==> src/rtl/pt_walk2_pkg.sv <==
package pt_walk2_pkg;
  localparam int unsigned PTE_PPN_LSB = 10;
  localparam int unsigned B_V = 0;
  localparam int unsigned B_R = 1;
  localparam int unsigned B_W = 2;
  localparam int unsigned B_X = 3;
  localparam int unsigned B_U = 4;
  localparam int unsigned B_A = 6;
  localparam int unsigned B_D = 7;

  localparam logic [1:0] ACC_FETCH = 2'd0;
  localparam logic [1:0] ACC_STORE = 2'd2;
  localparam logic [1:0] PRIV_U = 2'd0;
  localparam logic [1:0] PRIV_S = 2'd1;
  localparam logic [1:0] PRIV_M = 2'd3;

  localparam logic [3:0] CAUSE_FETCH = 4'd12;
  localparam logic [3:0] CAUSE_LOAD  = 4'd13;
  localparam logic [3:0] CAUSE_STORE = 4'd15;

  typedef enum logic [1:0] {ST_IDLE, ST_READ, ST_CAS, ST_DONE} walk_st_e;
  typedef enum logic [1:0] {PK_FAULT, PK_NEXT, PK_LEAF} pte_kind_e;
endpackage

==> src/rtl/pt_walk2_priv.sv <==
module pt_walk2_priv
  import pt_walk2_pkg::*;
(
  input  logic [1:0] priv_i,
  input  logic [1:0] acc_i,
  input  logic       mprv_i,
  input  logic [1:0] mpp_i,
  output logic [1:0] eff_o,
  output logic       mach_o
);
  always_comb begin
    eff_o = priv_i;
    if (priv_i == PRIV_M && acc_i != ACC_FETCH && mprv_i) eff_o = mpp_i;
    mach_o = (eff_o == PRIV_M);
  end
endmodule

==> src/rtl/pt_walk2_check.sv <==
module pt_walk2_check
  import pt_walk2_pkg::*;
#(
  parameter int unsigned XW    = 32,
  parameter int unsigned PPN_W = 22,
  parameter int unsigned IDX_W = 10
) (
  input  logic [XW-1:0]    pte_i,
  input  logic             top_i,
  input  logic [1:0]       acc_i,
  input  logic [1:0]       eff_i,
  input  logic             sum_i,
  input  logic             mxr_i,
  output pte_kind_e        kind_o,
  output logic [PPN_W-1:0] ppn_o,
  output logic [XW-1:0]    upd_o,
  output logic             need_upd_o,
  output logic             rd_o,
  output logic             wr_o,
  output logic             ex_o
);
  logic v, r, w, x, u, d;
  logic is_fetch, is_store, is_load;
  logic bad;

  assign v = pte_i[B_V];
  assign r = pte_i[B_R];
  assign w = pte_i[B_W];
  assign x = pte_i[B_X];
  assign u = pte_i[B_U];
  assign d = pte_i[B_D];
  assign ppn_o = pte_i[PTE_PPN_LSB +: PPN_W];

  assign is_fetch = (acc_i == ACC_FETCH);
  assign is_store = (acc_i == ACC_STORE);
  assign is_load  = !is_fetch && !is_store;

  always_comb begin
    bad = 1'b0;
    if (w && !r) bad = 1'b1;                                  // reserved encodings
    if (u && eff_i != PRIV_U && (!sum_i || is_fetch)) bad = 1'b1;
    if (!u && eff_i != PRIV_S) bad = 1'b1;
    if (top_i && ppn_o[IDX_W-1:0] != '0) bad = 1'b1;          // misaligned superpage
    if (is_load && !(r || (x && mxr_i))) bad = 1'b1;
    if (is_store && !w) bad = 1'b1;
    if (is_fetch && !x) bad = 1'b1;

    if (!v)                 kind_o = PK_FAULT;
    else if (!(r | w | x))  kind_o = top_i ? PK_NEXT : PK_FAULT;
    else if (bad)           kind_o = PK_FAULT;
    else                    kind_o = PK_LEAF;
  end

  always_comb begin
    upd_o = pte_i;
    upd_o[B_A] = 1'b1;
    if (is_store) upd_o[B_D] = 1'b1;
  end

  assign need_upd_o = (upd_o != pte_i);
  assign rd_o = r | (x & mxr_i);
  assign ex_o = x;
  assign wr_o = w & (is_store | d);
endmodule

==> src/rtl/pt_walk2.sv <==
module pt_walk2
  import pt_walk2_pkg::*;
#(
  parameter int unsigned OFF_W = 12,
  parameter int unsigned IDX_W = 10,
  parameter int unsigned PPN_W = 22,
  parameter int unsigned XW    = 32,
  localparam int unsigned VA_W   = OFF_W + 2 * IDX_W,
  localparam int unsigned PA_W   = PPN_W + OFF_W,
  localparam int unsigned ENT_SH = $clog2(XW / 8)
) (
  input  logic             clk_i,
  input  logic             rst_ni,
  input  logic             start_i,
  input  logic [VA_W-1:0]  va_i,
  input  logic [1:0]       acc_i,
  input  logic [1:0]       priv_i,
  input  logic             paged_i,
  input  logic [PPN_W-1:0] root_ppn_i,
  input  logic             sum_i,
  input  logic             mxr_i,
  input  logic             mprv_i,
  input  logic [1:0]       mpp_i,
  output logic             busy_o,
  output logic             done_o,
  output logic             fault_o,
  output logic [3:0]       cause_o,
  output logic [PA_W-1:0]  pa_o,
  output logic             rd_o,
  output logic             wr_o,
  output logic             ex_o,
  output logic             mem_req_o,
  output logic             mem_we_o,
  output logic [PA_W-1:0]  mem_addr_o,
  output logic [XW-1:0]    mem_wdata_o,
  output logic [XW-1:0]    mem_cmp_o,
  input  logic             mem_ack_i,
  input  logic             mem_err_i,
  input  logic             mem_cas_ok_i,
  input  logic [XW-1:0]    mem_rdata_i
);
  walk_st_e         st_q;
  logic [VA_W-1:0]  va_q;
  logic [1:0]       acc_q, eff_q;
  logic             sum_q, mxr_q, top_q;
  logic [PPN_W-1:0] root_q, base_q;
  logic [XW-1:0]    pte_q, upd_q;
  logic [PA_W-1:0]  pa_q;
  logic             fault_q, rd_q, wr_q, ex_q;
  logic [3:0]       cause_q;

  logic [1:0]       eff_now;
  logic             mach_now;
  pte_kind_e        kind;
  logic [PPN_W-1:0] ppn;
  logic [XW-1:0]    upd;
  logic             need_upd, c_rd, c_wr, c_ex;
  logic [IDX_W-1:0] idx;
  logic [PA_W-1:0]  pte_addr, leaf_pa;
  logic [3:0]       fault_cause;

  pt_walk2_priv u_priv (
    .priv_i (priv_i),
    .acc_i  (acc_i),
    .mprv_i (mprv_i),
    .mpp_i  (mpp_i),
    .eff_o  (eff_now),
    .mach_o (mach_now)
  );

  pt_walk2_check #(.XW(XW), .PPN_W(PPN_W), .IDX_W(IDX_W)) u_check (
    .pte_i      (mem_rdata_i),
    .top_i      (top_q),
    .acc_i      (acc_q),
    .eff_i      (eff_q),
    .sum_i      (sum_q),
    .mxr_i      (mxr_q),
    .kind_o     (kind),
    .ppn_o      (ppn),
    .upd_o      (upd),
    .need_upd_o (need_upd),
    .rd_o       (c_rd),
    .wr_o       (c_wr),
    .ex_o       (c_ex)
  );

  assign idx = top_q ? va_q[VA_W-1 -: IDX_W] : va_q[OFF_W +: IDX_W];
  assign pte_addr = {base_q, {OFF_W{1'b0}}} + PA_W'({idx, {ENT_SH{1'b0}}});
  assign leaf_pa = top_q ? {ppn[PPN_W-1:IDX_W], va_q[OFF_W +: IDX_W], va_q[OFF_W-1:0]}
                         : {ppn, va_q[OFF_W-1:0]};

  always_comb begin
    unique case (acc_q)
      ACC_FETCH: fault_cause = CAUSE_FETCH;
      ACC_STORE: fault_cause = CAUSE_STORE;
      default:   fault_cause = CAUSE_LOAD;
    endcase
  end

  always_ff @(posedge clk_i or negedge rst_ni) begin
    if (!rst_ni) begin
      st_q    <= ST_IDLE;
      va_q    <= '0;
      acc_q   <= '0;
      eff_q   <= '0;
      sum_q   <= 1'b0;
      mxr_q   <= 1'b0;
      top_q   <= 1'b1;
      root_q  <= '0;
      base_q  <= '0;
      pte_q   <= '0;
      upd_q   <= '0;
      pa_q    <= '0;
      fault_q <= 1'b0;
      cause_q <= '0;
      rd_q    <= 1'b0;
      wr_q    <= 1'b0;
      ex_q    <= 1'b0;
    end else begin
      unique case (st_q)
        ST_IDLE: if (start_i) begin
          va_q   <= va_i;
          acc_q  <= acc_i;
          eff_q  <= eff_now;
          sum_q  <= sum_i;
          mxr_q  <= mxr_i;
          root_q <= root_ppn_i;
          base_q <= root_ppn_i;
          top_q  <= 1'b1;
          if (!paged_i || mach_now) begin
            pa_q    <= PA_W'(va_i);
            {rd_q, wr_q, ex_q} <= 3'b111;
            fault_q <= 1'b0;
            cause_q <= '0;
            st_q    <= ST_DONE;
          end else begin
            st_q <= ST_READ;
          end
        end
        ST_READ: if (mem_ack_i) begin
          if (mem_err_i || kind == PK_FAULT) begin
            pa_q    <= '0;
            {rd_q, wr_q, ex_q} <= 3'b000;
            fault_q <= 1'b1;
            cause_q <= fault_cause;
            st_q    <= ST_DONE;
          end else if (kind == PK_NEXT) begin
            base_q <= ppn;
            top_q  <= 1'b0;
          end else begin
            pa_q    <= leaf_pa;
            {rd_q, wr_q, ex_q} <= {c_rd, c_wr, c_ex};
            fault_q <= 1'b0;
            cause_q <= '0;
            if (need_upd) begin
              pte_q <= mem_rdata_i;
              upd_q <= upd;
              st_q  <= ST_CAS;
            end else begin
              st_q <= ST_DONE;
            end
          end
        end
        ST_CAS: if (mem_ack_i) begin
          if (mem_err_i) begin
            pa_q    <= '0;
            {rd_q, wr_q, ex_q} <= 3'b000;
            fault_q <= 1'b1;
            cause_q <= fault_cause;
            st_q    <= ST_DONE;
          end else if (!mem_cas_ok_i) begin
            base_q <= root_q;  // entry changed: walk again from the root
            top_q  <= 1'b1;
            st_q   <= ST_READ;
          end else begin
            st_q <= ST_DONE;
          end
        end
        default: st_q <= ST_IDLE;
      endcase
    end
  end

  assign busy_o      = (st_q != ST_IDLE);
  assign done_o      = (st_q == ST_DONE);
  assign fault_o     = fault_q;
  assign cause_o     = cause_q;
  assign pa_o        = pa_q;
  assign rd_o        = rd_q;
  assign wr_o        = wr_q;
  assign ex_o        = ex_q;
  assign mem_req_o   = (st_q == ST_READ) || (st_q == ST_CAS);
  assign mem_we_o    = (st_q == ST_CAS);
  assign mem_addr_o  = pte_addr;
  assign mem_wdata_o = upd_q;
  assign mem_cmp_o   = pte_q;
endmodule

==> config.mk <==
export PLATFORM = sky130hd
export DESIGN_NAME = pt_walk2
export DESIGN_NICKNAME = d
export VERILOG_FILES = /design/src/rtl/pt_walk2_pkg.sv /design/src/rtl/pt_walk2_priv.sv /design/src/rtl/pt_walk2_check.sv /design/src/rtl/pt_walk2.sv
export SDC_FILE = /design/constraint.sdc
export NUM_CORES = 1
export LEC_CHECK = 0
export ABC_AREA = 1
export BUFFER_PORTS_ARGS = -buffer_cell sky130_fd_sc_hd__buf_2
export CORE_AREA = 2 2 146 112
export CTS_CLUSTER_DIAMETER = 150
export DETAILED_ROUTE_END_ITERATION = 6
export DIE_AREA = 0 0 148 114
export PLACE_DENSITY = 0.77
export SYNTH_ARGS = -nofsm -noshare
export SYNTH_HDL_FRONTEND = slang
export SYNTH_SLANG_ARGS = --single-unit
==> constraint.sdc <==
create_clock -name clk_i -period 5.5 [get_ports clk_i]
set_input_delay 0.275 -clock clk_i [delete_from_list [all_inputs] [get_ports clk_i]]
set_output_delay 0.275 -clock clk_i [all_outputs]
set_load 0.03 [all_outputs]
==> flow_summary_export.csv <==
group,metric,value,unit
run_status,status,"finished clean",
logic_synthesis,synthTopCellsByArea,"dfrtp_1, nand2_1, nor2_1",
floorplanning,die_y,114,um
logic_synthesis,synth.ff_latch_count,159,
logic_synthesis,avgSynthCellArea,7.96,um^2
global_routing,grt.total_usage,27.1,%
timing,slew_headroom,32.7,%
timing,hold_viol_final,0,
setup_path,start_kind,"flop",
power,intPower,0.00320,W
power,p_sw,0.00303,W
timing,worstMarginPinSlew,1010,ps
layout,final_layout_size_suffix_gt1_share,25.5,%
logic_synthesis,yosysUniqueCellTypes,29,
setup_path,cp.required,5810,ps
place,dpl_cell_area,8610,um^2
clock_tree,clock_sinks,159,
layout,syn2layout_area_growth,20.4,%
setup_path,worst-path-max-fanout,51,
global_routing,overflow,0,
logic_synthesis,yosysWarnings,0,
logic_synthesis,synth_top_area_cell,"dfrtp_1",
setup_path,crit_type,"reg -> reg",
logic_synthesis,netlist.area_leader.share,51.9,%
clock_tree,cts_tree,"built",
clock_tree,cts_resized,0,
timing,post-route-min-period,3130,ps
logic_synthesis,synth_ff_type,"dfrtp_1",
detailed_routing,first_pass_iters,5,
logic_synthesis,ys_seq_area_share,52.2,%
place,dpl.cell_count,1328,
global_routing,grt_pass1_vias,6449,
detailed_routing,wirelength,22400,um
logic_synthesis,synth_most_common_cell,"nand2_1",
timing,setup_viol,0,
detailed_routing,drt_iter0_markers,532,
timing,tns,0,ps
detailed_routing,route.detailed.drc,0,
power,power,0.00623,W
layout,postLayoutCellArea,9180,um^2
floorplanning,rows,40,
floorplanning,initial_core_util,48.8,%
global_routing,grt_max_degree,101,
logic_synthesis,netlist_instances,958,
logic_synthesis,synth_edf_count,0,
setup_path,end_kind,"flop",
floorplanning,fp.coreArea,15600,um^2
timing,clock_skew,12.0,ps
clock_tree,root_buffer,"clkbuf_16",
power,power_leakage,5.00,nW
clock_tree,clk_path_buf_depth,2,
timing,finalCritPeriodShare,56.9,%
logic_synthesis,synthTopCellsByCount,"nand2_1, dfrtp_1, nor2_1",
power,combPwrFrac,49.8,%
timing,maxSlewViolCount,0,
timing,fin_ws,2370,ps
detailed_routing,wire_per_inst,16.5,um
timing,rsz0062_at_grt,"false",
timing,fmax,320,MHz
place,place_ws,2420,ps
clock_tree,clock_latency,430,ps
place,dpl.hpwl,15700,um
global_routing,grt_first_pass_wirelength,35100,um
power,netSwitchingFraction,48.6,%
layout,final-instance-count-excl-fill,1361,
power,ir_drop,0.000303,V
detailed_routing,vias_per_cell,5.16,
detailed_routing,antenna_left,0,
layout,n_antenna_cell,0,
floorplanning,dieArea,16900,um^2
clock_tree,htree_levels,4,
logic_synthesis,syn_area,7620,um^2
place,place_congestion,0.846,
power,powerDensity,679,nW/um^2
layout,fin_nets,1244,
hold_path,hold_path.class,"in -> reg",
setup_path,critPathArrivalTime,3440,ps
layout,n_fill_cell,1479,
power,seq_power_share,32.0,%
logic_synthesis,postSynth.asyncResetShare,100,%
run,maxCapViolCount,0,
clock_tree,clk_pin_slew,60,ps
floorplanning,die_w,148,um
power,clkPwrFrac,18.2,%
place,port_buffers,243,
floorplanning,pin_count,246,
detailed_routing,via_count,7019,
global_routing,antenna_found_initial,0,
clock_tree,numCtsBuffers,17,
-- sequential cells by signal, indices dropped and copies added (netlist names) --
| signal | flops |
|---|---|
| cause_o | 3 |
| eff_q | 2 |
| ex_o | 1 |
| acc_q | 2 |
| mem_wdata_o | 2 |
| st_q | 2 |
| sum_q | 1 |
| root_q | 22 |
| wr_o | 1 |
| top_q | 1 |
| mem_cmp_o | 32 |
| base_q | 22 |
| rd_o | 1 |
| pa_o | 34 |
| mxr_q | 1 |
| va_q | 32 |
-- stage by stage --
stage / hold slack (ps) / utilization [%]
global route: 52.5 / 58.8
detailed placement: 445 / 55.1
finish: 56.4 / 58.8
CTS: 43.4 / 58.8
floorplan: -20.6 / -
global placement: 443 / 55.1
-- per-layer routing --
layer,global-route usage (%),part of all wire [%]
met3,5.28,7.7
met2,41.5,45
met1,38.9,45
met4,8.95,2.1
met5,0,0
-- cells by family after synthesis --
kind of cell | Yosys count | share of synthesized area, %
adders and majority gates | 4 | 0.657
buffers and inverters | 165 | 10.9
and+or+nand+nor | 459 | 24.2
AOI/OAI and AO/OA | 170 | 12.0
other | 1 | 0.0492
DFF | 159 | 52.2
-- final cells by class --
class | instances | area, um^2 | share of cell area (%)
flip-flops and latches | 159 | 3980 | 43.4
repair buffers | 246 | 1250 | 13.6
well taps | 210 | 263 | 2.86
inverters | 79 | 299 | 3.26
multi-input cells | 635 | 2830 | 30.8
clock buffers | 22 | 474 | 5.17
clock inverters | 10 | 87.6 | 0.954
-- cell usage in the layout, fill, tap and decap left out, types with 2 or more instances in the layout --
| cell type | netlist | routed |
|---|---|---|
| a221oi_1 | 13 | 13 |
| nand2_4 | 1 | 2 |
| clkbuf_1 | 27 | 2 |
| o21ai_0 | 72 | 72 |
| dfrtp_1 | 158 | 158 |
| inv_2 | 3 | 3 |
| a221o_1 | 2 | 2 |
| clkinv_4 | 0 | 2 |
| conb_1 | 1 | 2 |
| nor2_2 | 5 | 5 |
| o21ai_1 | 19 | 19 |
| clkbuf_8 | 0 | 3 |
| nand2_2 | 5 | 5 |
| nand4_1 | 5 | 5 |
| clkinv_2 | 0 | 5 |
| o22ai_1 | 2 | 2 |
| nor2_1 | 143 | 143 |
| a21oi_1 | 61 | 61 |
| inv_1 | 74 | 74 |
| clkinvlp_4 | 0 | 2 |
| nand2_1 | 245 | 244 |
| buf_4 | 36 | 2 |
| ha_1 | 4 | 3 |
| nand3_1 | 53 | 53 |
| clkbuf_16 | 0 | 17 |
| buf_2 | 15 | 242 |
-- path summary, 6_finish.rpt --
check	start	endpoint	slack, ps	cells past startpoint
setup / recovery	st_q[0]	cause_o[0]	2370	8
hold / removal	root_ppn_i[15]	root_q[15]	60	3
setup reg to reg	st_q[0]	cause_o[0]	2370	8
hold reg to reg	mem_wdata_o[6]	mem_wdata_o[6]	460	2
max in group asynchronous	rst_ni	pa_o[29]	3660	3
min in group asynchronous	rst_ni	mem_cmp_o[6]	520	2
-- critical path: stages, from the launching register on --
cell      delay, ps
dfrtp_1         390
inv_1            80
ha_2            630
nand2_1         510
clkinv_1        810
nand3_1         380
nand2_1         110
nand2_1          70
inv_1            40
-- power groups by stage --
stage	clock, W	combinational (W)	sequential (W)
after floorplan	0	0.00186	0.00242
after global placement	0	0.00304	0.00199
after detailed placement	0	0.00311	0.00200
after CTS	0.00114	0.00312	0.00199
after global routing	0.00120	0.00343	0.00205
final	0.00113	0.00311	0.00200
-- what timing repair did --
item | in CTS | in global routing
hold buffers | 1 | 0
buffers inserted | 0 | 0
hold endpoints to repair | 26 | 0
Power figures use the tool's default switching activity.
